[src/rtl/dfe_pkg.sv]
package dfe_pkg;
  typedef enum logic [1:0] {
    ERR_ZERO = 2'd0,
    ERR_POS  = 2'd1,
    ERR_NEG  = 2'd2
  } err_sign_e;
endpackage

[src/rtl/dfe_fb_sum.sv]
module dfe_fb_sum #(
  parameter int NTAP = 5,
  parameter int WW   = 6,
  parameter int SUMW = 10
) (
  input  logic [NTAP-1:0]         hist,
  input  logic [NTAP*WW-1:0]      weights,
  output logic signed [SUMW-1:0]  fb
);
  localparam int EXT = SUMW - WW;

  logic signed [SUMW-1:0] term [NTAP];

  for (genvar gi = 0; gi < NTAP; gi++) begin : g_term
    logic [WW-1:0]          w_raw;
    logic signed [SUMW-1:0] w_ext;
    assign w_raw = weights[gi*WW +: WW];
    assign w_ext = $signed({{EXT{w_raw[WW-1]}}, w_raw});
    assign term[gi] = hist[gi] ? w_ext : -w_ext;
  end

  always_comb begin
    fb = '0;
    for (int i = 0; i < NTAP; i++) fb = fb + term[i];
  end
endmodule

[src/rtl/dfe_slicer.sv]
module dfe_slicer
  import dfe_pkg::*;
#(
  parameter int SW    = 8,
  parameter int SUMW  = 10,
  parameter int LEVEL = 64
) (
  input  logic [SW-1:0]          sample,
  input  logic signed [SUMW-1:0] fb,
  output logic [SW-1:0]          eq,
  output logic                   dec,
  output err_sign_e              esign
);
  localparam int DW = ((SW > SUMW) ? SW : SUMW) + 1;
  localparam logic signed [DW-1:0] YMAX = DW'((2 ** (SW-1)) - 1);
  localparam logic signed [DW-1:0] YMIN = DW'(-(2 ** (SW-1)));
  localparam logic signed [DW-1:0] LVL  = DW'(LEVEL);

  logic signed [DW-1:0] diff;
  logic signed [DW-1:0] clip;
  logic signed [DW-1:0] err;

  always_comb begin
    diff = $signed({{(DW-SW){sample[SW-1]}}, sample}) -
           $signed({{(DW-SUMW){fb[SUMW-1]}}, fb});
    if (diff > YMAX)      clip = YMAX;
    else if (diff < YMIN) clip = YMIN;
    else                  clip = diff;
    eq  = clip[SW-1:0];
    dec = !clip[DW-1];
    err = dec ? (clip - LVL) : (clip + LVL);
    if (err == '0)        esign = ERR_ZERO;
    else if (err[DW-1])   esign = ERR_NEG;
    else                  esign = ERR_POS;
  end
endmodule

[src/rtl/dfe_tap_bank.sv]
module dfe_tap_bank
  import dfe_pkg::*;
#(
  parameter int NTAP = 5,
  parameter int WW   = 6
) (
  input  logic                  clk,
  input  logic                  rst_n,
  input  logic [NTAP*WW-1:0]    cfg,
  input  logic                  adapt_en,
  input  logic                  step_en,
  input  err_sign_e             esign,
  input  logic [NTAP-1:0]       hist,
  output logic [NTAP*WW-1:0]    weights
);
  localparam logic signed [WW:0] WMAX = (WW+1)'((2 ** (WW-1)) - 1);
  localparam logic signed [WW:0] WMIN = (WW+1)'(-(2 ** (WW-1)));

  for (genvar gi = 0; gi < NTAP; gi++) begin : g_tap
    logic [WW-1:0]        w_q;
    logic signed [1:0]    step;
    logic signed [WW:0]   sum_w;
    logic [WW-1:0]        w_next;

    always_comb begin
      step = 2'sd0;
      if (esign == ERR_POS)      step = hist[gi] ? 2'sd1 : -2'sd1;
      else if (esign == ERR_NEG) step = hist[gi] ? -2'sd1 : 2'sd1;
      sum_w = $signed({w_q[WW-1], w_q}) + $signed({{(WW-1){step[1]}}, step});
      if (sum_w > WMAX)      w_next = WMAX[WW-1:0];
      else if (sum_w < WMIN) w_next = WMIN[WW-1:0];
      else                   w_next = sum_w[WW-1:0];
    end

    always_ff @(posedge clk) begin
      if (!rst_n)        w_q <= '0;
      else if (!adapt_en) w_q <= cfg[gi*WW +: WW];
      else if (step_en)  w_q <= w_next;
    end

    assign weights[gi*WW +: WW] = w_q;
  end
endmodule

[src/rtl/dfe_eq.sv]
module dfe_eq
  import dfe_pkg::*;
#(
  parameter int NTAP  = 5,
  parameter int SW    = 8,
  parameter int WW    = 6,
  parameter int LEVEL = 64
) (
  input  logic                 clk,
  input  logic                 rst_n,
  input  logic                 in_valid,
  output logic                 in_ready,
  input  logic [SW-1:0]        in_sample,
  input  logic [NTAP*WW-1:0]   tap_cfg,
  input  logic                 adapt_en,
  output logic                 out_valid,
  input  logic                 out_ready,
  output logic                 out_bit,
  output logic [SW-1:0]        out_eq
);
  localparam int SUMW = WW + $clog2(NTAP) + 1;
  localparam int CNTW = (NTAP > 2) ? $clog2(NTAP) : 1;
  localparam logic [CNTW-1:0] FILL_LAST = CNTW'(NTAP-1);

  logic [NTAP-1:0]        hist_q;
  logic [CNTW-1:0]        fill_q;
  logic                   warm;
  logic                   accept;
  logic [NTAP*WW-1:0]     weights;
  logic signed [SUMW-1:0] fb;
  logic [SW-1:0]          eq_c;
  logic                   dec_c;
  err_sign_e              esign;

  assign warm     = (fill_q == FILL_LAST);
  assign in_ready = !out_valid || out_ready;
  assign accept   = in_valid && in_ready;

  dfe_tap_bank #(.NTAP(NTAP), .WW(WW)) u_taps (
    .clk(clk), .rst_n(rst_n), .cfg(tap_cfg), .adapt_en(adapt_en),
    .step_en(accept && warm), .esign(esign), .hist(hist_q),
    .weights(weights)
  );

  dfe_fb_sum #(.NTAP(NTAP), .WW(WW), .SUMW(SUMW)) u_fb (
    .hist(hist_q), .weights(weights), .fb(fb)
  );

  dfe_slicer #(.SW(SW), .SUMW(SUMW), .LEVEL(LEVEL)) u_slice (
    .sample(in_sample), .fb(fb), .eq(eq_c), .dec(dec_c), .esign(esign)
  );

  always_ff @(posedge clk) begin
    if (!rst_n) begin
      hist_q <= '0;
      fill_q <= '0;
    end else if (accept) begin
      hist_q <= {hist_q[NTAP-2:0], dec_c};
      if (!warm) fill_q <= fill_q + 1'b1;
    end
  end

  always_ff @(posedge clk) begin
    if (!rst_n) begin
      out_valid <= 1'b0;
      out_bit   <= 1'b0;
      out_eq    <= '0;
    end else if (accept && warm) begin
      out_valid <= 1'b1;
      out_bit   <= dec_c;
      out_eq    <= eq_c;
    end else if (out_ready) begin
      out_valid <= 1'b0;
    end
  end
endmodule

[config.mk]
export PLATFORM = sky130hd
export DESIGN_NAME = dfe_eq
export DESIGN_NICKNAME = d
export VERILOG_FILES = /design/src/rtl/dfe_pkg.sv /design/src/rtl/dfe_fb_sum.sv /design/src/rtl/dfe_slicer.sv /design/src/rtl/dfe_tap_bank.sv /design/src/rtl/dfe_eq.sv
export SDC_FILE = /design/constraint.sdc
export NUM_CORES = 1
export LEC_CHECK = 0
export ABC_CLOCK_PERIOD_IN_PS = 9000
export BUFFER_PORTS_ARGS = -buffer_cell sky130_fd_sc_hd__buf_4
export CAP_MARGIN = 20
export CORE_UTILIZATION = 56
export DETAILED_ROUTE_END_ITERATION = 10
export GPL_ROUTABILITY_DRIVEN = 0
export HOLD_SLACK_MARGIN = 0.03
export PLACE_DENSITY = 0.91
export SETUP_SLACK_MARGIN = 0.02
export SYNTH_ARGS = -nofsm -noshare
export SYNTH_HDL_FRONTEND = slang
export SYNTH_SLANG_ARGS = --single-unit
[constraint.sdc]
create_clock -name clk -period 9 [get_ports clk]
set_input_delay 0.9 -clock clk [delete_from_list [all_inputs] [get_ports clk]]
set_output_delay 0.9 -clock clk [all_outputs]
set_load 0.05 [all_outputs]
==> After elaboration in Yosys (flattened, before gate mapping) <==
Index checks and enable logic that the tools add are counted.
{ "word_totals": {"reg_bits": 48, "input_bits": 43, "output_inout_bits": 11, "word_cells": 105} }
{ "op_classes": {"add_sub_neg": 18, "order_cmp": 12, "eq_ne": 4, "mux": 52, "bitwise": 1, "reduce_logical": 8} }
{ "ops": {"columns": ["operator", "n"], "rows": [
  ["$mux 6", 20],
  ["$mux 10", 5],
  ["$neg 6->10", 5],
  ["$mux 2", 22],
  ["$add 10x10->10", 4],
  ["$add 6x2->7", 5],
  ["$gt 7x6->1 const B", 5],
  ["$lt 7x6->1 const B", 5],
  ["$mux 11", 3],
  ["$add 11x8->11 const B", 1],
  ["$gt 11x8->1 const B", 1],
  ["$logic_not 11->1", 1],
  ["$lt 11x8->1 const B", 1],
  ["$sub 11x8->11 const B", 1],
  ["$sub 8x10->11", 1],
  ["$add 3x1->3 const B", 1],
  ["$eq 3x3->1 const B", 1],
  ["$eq 2x1->1 const B", 1],
  ["$eq 2x2->1 const B", 1],
  ["$logic_and 1x1->1", 2],
  ["$logic_not 1->1", 2],
  ["$mux 1", 2],
  ["$ne 2x1->1 const B", 1],
  ["$reduce_and 2->1", 1],
  ["3 further kinds", 3]
]} }

==> Longest topological paths before layout <==
{ "depth": {"depth_word": 23, "depth_mapped": 42, "mapped_depth_nobuf": 41} }

==> Hierarchy <==
A second synthesis with hierarchy kept.
{ "hier_totals": {"cells_unflattened": 793, "hier_area_um2": 6406.1} }
{ "by_module_without_submodules": {"columns": ["module", "n_inst", "cells_each", "area_each_um2", "seq_area_each_um2"], "rows": [
  ["dfe_tap_bank", 1, 382, 3060.4, 600.6],
  ["dfe_fb_sum", 1, 211, 1707.9, 0.0],
  ["dfe_slicer", 1, 113, 847.1, 0.0],
  ["dfe_eq", 1, 87, 790.8, 360.3]
]} }

==> Worst setup path before layout <==
OpenSTA, ideal clock, no wires.
{ "synth_timing": {"path_kind": "reg2reg", "from": "register u_taps.g_tap[4].w_q[0]", "to": "register u_taps.g_tap[4].w_q[0]", "setup_time_ns": 0.127, "t_arrival_ns": 8.763, "required_time_ns": 8.873, "path_slack_ns": 0.110, "stages_incl_launch_ff": 39, "path_buffers": 2, "path_cell_list": "dfxtp_1 -> inv_1 -> ha_1 -> mux2_2 -> fa_1 -> inv_1 -> fa_1 -> fa_1 -> inv_1 -> ha_1 -> inv_1 -> fa_1 -> nor2b_1 -> o21ai_0 -> nand2b_1 -> xnor2_1 -> ha_1 -> clkbuf_1 -> (+3 left out) -> nand4_1 -> ha_1 -> clkbuf_1 -> nor2_1 -> nor2_1 -> ha_1 -> nand3_1 -> a2111oi_0 -> a41oi_1 -> a21oi_2 -> mux2i_1 -> fa_1 -> a21oi_1 -> o21bai_1 -> a31oi_1 -> mux2_2 -> o2111ai_1 -> nand3_1"} }
{ "synth_via": {"elab_chain_len": 20, "elab_cells_between_ends": 25, "classes_between": "6 x add/sub; 4 x order compare; 2 x eq/ne; 12 x mux; 1 x reduce/logical"} }
{ "synth_rtl": {"columns": ["element", "line_no", "source"], "rows": [
  ["start: declaration", "dfe_tap_bank.sv:20", "logic [WW-1:0] w_q;"],
  ["start signal: assignment", "dfe_tap_bank.sv:37", "else if (!adapt_en) w_q <= cfg[gi*WW +: WW];"],
  ["start signal: assignment", "dfe_tap_bank.sv:38", "else if (step_en) w_q <= w_next;"],
  ["$neg 6->10", "dfe_fb_sum.sv:19", "assign term[gi] = hist[gi] ? w_ext : -w_ext;"],
  ["$mux 10 *", "dfe_fb_sum.sv:19", null],
  ["$add 10x10->10 *", "dfe_fb_sum.sv:24", "for (int i = 0; i < NTAP; i++) fb = fb + term[i];"],
  ["$sub 8x10->11 *", "dfe_slicer.sv:24", "diff = $signed({{(DW-SW){sample[SW-1]}}, sample}) -"],
  ["$lt 11x8->1", "dfe_slicer.sv:27", "else if (diff < YMIN) clip = YMIN;"],
  ["$mux 11", "dfe_slicer.sv:27", null],
  ["$mux 11 *", "dfe_slicer.sv:26", "if (diff > YMAX) clip = YMAX;"],
  ["via eq_c[7]", "dfe_eq.sv:31", "logic [SW-1:0] eq_c;"],
  ["(+5 left out)", null, null],
  ["$mux 2", "dfe_tap_bank.sv:28", "else if (esign == ERR_NEG) step = hist[gi] ? -2'sd1 : 2'sd1;"],
  ["$mux 2 *", "dfe_tap_bank.sv:27", "if (esign == ERR_POS) step = hist[gi] ? 2'sd1 : -2'sd1;"],
  ["$add 6x2->7 *", "dfe_tap_bank.sv:29", "sum_w = $signed({w_q[WW-1], w_q}) + $signed({{(WW-1){step[1]}}, step});"],
  ["$lt 7x6->1", "dfe_tap_bank.sv:31", "else if (sum_w < WMIN) w_next = WMIN[WW-1:0];"],
  ["$mux 6", "dfe_tap_bank.sv:31", null],
  ["$mux 6 *", "dfe_tap_bank.sv:30", "if (sum_w > WMAX) w_next = WMAX[WW-1:0];"],
  ["$mux 6 *", "dfe_tap_bank.sv:38", null],
  ["$mux 6 *", "dfe_tap_bank.sv:37", null]
]} }
The timed path passes the listed nets; every way through them passes the cells marked *. The select of a mux whose other input is x is not followed.
A chain may end at the register's enable or synchronous reset.

==> Worst setup path in the final report <==
{ "layout_timing": {"from": "register u_taps.g_tap[4].w_q[2]", "to": "register u_taps.g_tap[2].w_q[3]"} }
{ "layout_via": {"elab_chain_len": 20, "elab_cells_between_ends": 25, "classes_between": "6 x add/sub; 4 x order compare; 2 x eq/ne; 12 x mux; 1 x reduce/logical"} }
{ "layout_rtl": {"columns": ["element", "line_no", "source"], "rows": [
  ["$neg 6->10", "dfe_fb_sum.sv:19", null],
  ["$mux 10 *", "dfe_fb_sum.sv:19", null],
  ["$add 10x10->10 *", "dfe_fb_sum.sv:24", null],
  ["$sub 8x10->11 *", "dfe_slicer.sv:24", null],
  ["$lt 11x8->1", "dfe_slicer.sv:27", null],
  ["$mux 11", "dfe_slicer.sv:27", null],
  ["$mux 11 *", "dfe_slicer.sv:26", null],
  ["$sub 11x8->11 or $add 11x8->11 (tied branches)", "dfe_slicer.sv:31", "err = dec ? (clip - LVL) : (clip + LVL);"],
  ["(+4 left out)", null, null],
  ["$mux 2", "dfe_tap_bank.sv:28", null],
  ["$mux 2 *", "dfe_tap_bank.sv:27", null],
  ["$add 6x2->7 *", "dfe_tap_bank.sv:29", null],
  ["$lt 7x6->1", "dfe_tap_bank.sv:31", null],
  ["$mux 6", "dfe_tap_bank.sv:31", null],
  ["$mux 6 *", "dfe_tap_bank.sv:30", null],
  ["$mux 6 *", "dfe_tap_bank.sv:38", null],
  ["$mux 6 *", "dfe_tap_bank.sv:37", null],
  ["end signal: assignment", "dfe_tap_bank.sv:37", null],
  ["end signal: assignment", "dfe_tap_bank.sv:38", null],
  ["end: declaration", "dfe_tap_bank.sv:20", null]
]} }
Every way passes the cells marked *; elsewhere a longest branch is shown, timed or not. The select of a mux whose other input is x is not followed.

==> flow_metrics.py <==
metrics = {
    "outcome": {
        "run_status": "finished, violations left",
        "failed_checks": "negative setup slack",
    },
    "worst_setup_path": {
        "critPathCaptureType": "register",
        "timing.critical_path.from_type": "register",
        "worstRegToRegCells": 37,
        "largest_fanout_of_any_net_on_the_critical_path": 8,
        "timing.critical_path.slowest_cell_delay_ns": 0.55,
        "worst-setup-path-type": "reg2reg",
        "crit_path_top_delay_cell": "sky130_fd_sc_hd__fa_1",
        "timing.rr.end": "u_taps.g_tap[2].w_q[3]",
        "reg2reg_setup_slack_ns": -0.04,
        "worst_ep_required_time_ns": 9.25,
        "worst_ep_arrival_time_ns": 9.29,
        "crit-reg2reg-launch": "u_taps.g_tap[4].w_q[2]",
    },
    "floorplanning": {
        "x_dimension_of_the_die_um": 104,
        "die_h_um": 104,
        "floorplan.initialDensity_pct": 58.7,
        "die-area_sq_um": 10800,
        "core_region_area_sq_um": 9950,
        "rows": 36,
        "io_pins": 54,
    },
    "timing": {
        "clock.fmax_ghz": 0.111,
        "final-setup-viol-count": 4,
        "fin_crit_ns": 9.04,
        "worst_clock_skew_ns": 0.0160,
        "timing.final.max_slew_violations": 0,
        "max-slew-margin-rel_pct": 33.1,
        "worst_slew_pin_slew_ns": 0.995,
        "final-hold-violation-count": 0,
        "min_period_over_period_pct": 100,
        "fin_ws_ns": -0.0436,
    },
    "detailed_routing": {
        "drc": 0,
        "drtIter0Drc": 664,
        "detailroute.via_count": 5983,
        "detail_route.first_pass.iterations": 6,
        "avgViaCountPerCell": 6.62,
        "wirelength_um": 19500,
        "antenna_violating_nets_post_route": 0,
        "final_routed_wire_length_divided_by_cell_count_um": 21.5,
    },
    "synthesis": {
        "number_of_enable_flip_flop_cells_after_synthesis": 0,
        "netlist_top_cells_area": "sky130_fd_sc_hd__dfxtp_1 16%, sky130_fd_sc_hd__ha_1 14%, sky130_fd_sc_hd__fa_1 11%",
        "postSynthNetCount": 846,
        "async_reset_ff_share_pct": 0,
        "primary_ff_master_synth": "sky130_fd_sc_hd__dfxtp_1",
        "post_synth.cell_area_avg_sq_um": 8.29,
        "synth_top_cell_area_share_pct": 16.4,
        "syn-cell-area_sq_um": 5840,
        "post_syn_instances": 705,
        "fraction_of_the_yosys_area_taken_by_sequential_cells_pct": 16.4,
        "synth-seq-cells": 48,
        "yosys.area.top_type": "sky130_fd_sc_hd__dfxtp_1",
        "yosysWarningCount": 0,
        "post_synth_cell_types": 62,
    },
    "grt": {
        "gr-total-overflow": 0,
        "grt_pass1_wl_um": 25100,
        "initial_antenna_violation_count": 0,
        "largest_net_degree_at_the_start_of_global_routing": 60,
        "first_global_vias": 5548,
        "grt_usage_pct": 28.4,
    },
    "clock_tree": {
        "clock_tree.htree_level_count": 2,
        "clk_transition_reported_paths_ns": 0.11,
        "clock_insertion_delay_worst_skew_ns": 0.34,
        "clk_root_buffer_cell": "sky130_fd_sc_hd__clkbuf_8",
        "cts_tree": "built",
        "ctsLongestPathBuffers": 2,
        "clkSinkCount": 48,
        "hold_buffers_post_cts": 0,
        "number_of_buffers_created_by_cts": 5,
    },
    "final_layout": {
        "multiInputGateArea_sq_um": 5090,
        "layoutNonFillerInstCount": 904,
        "postLayoutCellArea_sq_um": 7270,
        "nFillCells": 592,
        "num_antenna_cells": 0,
        "final_net_count": 911,
        "final_layout_size_suffix_gt1_share_pct": 27.9,
        "regArea_sq_um": 965,
        "area_grow_syn2layout_pct": 24.4,
    },
    "place": {
        "dp_cells": 888,
        "portBuffers": 53,
        "place.detailed.hpwl_um": 11600,
        "dpl-instance-area_sq_um": 6430,
    },
    "job": {
        "max_cap_viol_count": 0,
    },
    "worst_hold_path": {
        "holdPathEnd": "fill_q[1]",
        "min_from": "fill_q[1]",
        "hold_path_depth": 2,
        "hold_class": "reg2reg",
    },
}
==> layout by cell type (no fill, tap or decap), types with 7 or more instances in the layout <==
cell type / n
sky130_fd_sc_hd__a21o_1: 8
sky130_fd_sc_hd__a21oi_1: 44
sky130_fd_sc_hd__a21oi_2: 21
sky130_fd_sc_hd__buf_4: 81
sky130_fd_sc_hd__dfxtp_1: 45
sky130_fd_sc_hd__fa_1: 28
sky130_fd_sc_hd__ha_1: 51
sky130_fd_sc_hd__ha_4: 11
sky130_fd_sc_hd__inv_1: 68
sky130_fd_sc_hd__maj3_1: 18
sky130_fd_sc_hd__mux2i_1: 7
sky130_fd_sc_hd__nand2_1: 48
sky130_fd_sc_hd__nand2b_1: 9
sky130_fd_sc_hd__nand3_1: 11
sky130_fd_sc_hd__nand3b_1: 8
sky130_fd_sc_hd__nand4_1: 7
sky130_fd_sc_hd__nor2_1: 44
sky130_fd_sc_hd__nor3_1: 11
sky130_fd_sc_hd__o211ai_1: 18
sky130_fd_sc_hd__o21ai_0: 32
sky130_fd_sc_hd__xnor2_1: 27
sky130_fd_sc_hd__xor2_1: 17
sky130_fd_sc_hd__xor2_2: 8
==> cell type report <==
cell class                 count  area share (%)
timing repair buffer          86            9.19
clock inverter                 2           0.533
tap                          133            2.29
inverter                      70            3.61
sequential                    48            13.3
clock buffer                   6            1.14
multi-input combinational    559            70.0
==> critical path, delay by kind of cell, from the launching register on <==
kind            cells  cell delay, ns
buf+inv             5            0.43
xor+xnor            1            0.13
compound gates     12            2.39
fa+ha+maj           9            3.72
flops               1            0.40
simple gates       10            1.85
==> timing repair <==
item / 4_1_cts / 5_1_grt
endpoints found under the setup margin: 30 / 30
gates resized for setup: 24 / 108
setup buffers: 1 / 6
cloned: 0 / 0
pin swaps: 4 / 30
==> metrics by stage <==
stage / utilization, % / setup TNS (ns) / hold WS, ns / setup slack [ns]
after floorplan: - / 0 / 0.460 / 0.110
after global placement: 64.6 / -1.03 / 0.469 / -0.0852
after detailed placement: 64.6 / -17.09 / 0.492 / -0.665
after CTS: 67.0 / 0 / 0.510 / 0.0466
after global routing: 73.0 / -7.96 / 0.530 / -0.381
final: 73.0 / -0.116 / 0.507 / -0.0436
==> worst max-delay path by stage <==
| stage | cells past startpoint | to | startpoint | slack (ns) |
|---|---|---|---|---|
| after floorplan | 38 | u_taps.g_tap[4].w_q[0] | u_taps.g_tap[4].w_q[0] | 0.11 |
| after detailed placement | 39 | u_taps.g_tap[3].w_q[1] | u_taps.g_tap[4].w_q[0] | -0.67 |
| after global routing | 38 | u_taps.g_tap[2].w_q[3] | u_taps.g_tap[4].w_q[0] | -0.38 |
| after CTS | 40 | u_taps.g_tap[1].w_q[0] | u_taps.g_tap[4].w_q[0] | 0.05 |
| final | 37 | u_taps.g_tap[2].w_q[3] | u_taps.g_tap[4].w_q[2] | -0.04 |
| after global placement | 38 | u_taps.g_tap[2].w_q[0] | u_taps.g_tap[4].w_q[0] | -0.09 |
==> kinds of logic (layout without fill, tap and decap cells) <==
group,count (synthesis),after routing,share of synthesized area [%]
buf+inv,98,164,7.28
xor+xnor,55,55,8.48
mux,20,20,3.58
simple gates,171,171,14.4
fa+ha+maj,119,119,28.7
compound gates,194,194,21.1
flops,48,48,16.4
==> metal layers <==
metal	global-route usage (%)	part of all wire, %	routed length, um	vias to the layer above
met4	16.3	6.9	1340	0
met2	50.4	49	9560	457
met3	3.63	8.8	1720	149
met1	32.7	35	6850	2783
li1	-	-	-	2594
met5	0	0	0	-
==> Yosys cell counts (2+ instances only) <==
cell type and number:
sky130_fd_sc_hd__a2111oi_0 2, sky130_fd_sc_hd__a21boi_0 6, sky130_fd_sc_hd__a21o_1 8, sky130_fd_sc_hd__a21oi_1 65
sky130_fd_sc_hd__a31o_2 6, sky130_fd_sc_hd__a31oi_1 8, sky130_fd_sc_hd__and2_1 5, sky130_fd_sc_hd__clkbuf_1 21
sky130_fd_sc_hd__clkbuf_8 5, sky130_fd_sc_hd__dfxtp_1 48, sky130_fd_sc_hd__fa_1 32, sky130_fd_sc_hd__ha_1 66
sky130_fd_sc_hd__inv_1 70, sky130_fd_sc_hd__maj3_1 21, sky130_fd_sc_hd__mux2_2 7, sky130_fd_sc_hd__mux2i_1 13
sky130_fd_sc_hd__nand2_1 49, sky130_fd_sc_hd__nand2b_1 10, sky130_fd_sc_hd__nand3_1 11, sky130_fd_sc_hd__nand3b_1 8
sky130_fd_sc_hd__nand4_1 7, sky130_fd_sc_hd__nor2_1 49, sky130_fd_sc_hd__nor2b_1 3, sky130_fd_sc_hd__nor3_1 11
sky130_fd_sc_hd__nor3b_1 3, sky130_fd_sc_hd__nor4b_1 4, sky130_fd_sc_hd__o2111ai_1 4, sky130_fd_sc_hd__o211ai_1 18
sky130_fd_sc_hd__o21a_1 4, sky130_fd_sc_hd__o21ai_0 41, sky130_fd_sc_hd__o21ai_1 3, sky130_fd_sc_hd__o21bai_1 10
sky130_fd_sc_hd__o221a_2 2, sky130_fd_sc_hd__o31a_2 2, sky130_fd_sc_hd__o31ai_1 3, sky130_fd_sc_hd__or3_1 2
sky130_fd_sc_hd__xnor2_1 29, sky130_fd_sc_hd__xor2_1 25
==> state kept, by name, indices dropped and copies added, names as in the netlist <==
signal            cells
out_eq                8
out_valid             1
u_taps.g_tap.w_q     30
hist_q                5
out_bit               1
fill_q                3
Power is not shown: default switching activity piles up to over one toggle a cycle in this logic, so the estimate is an artifact.
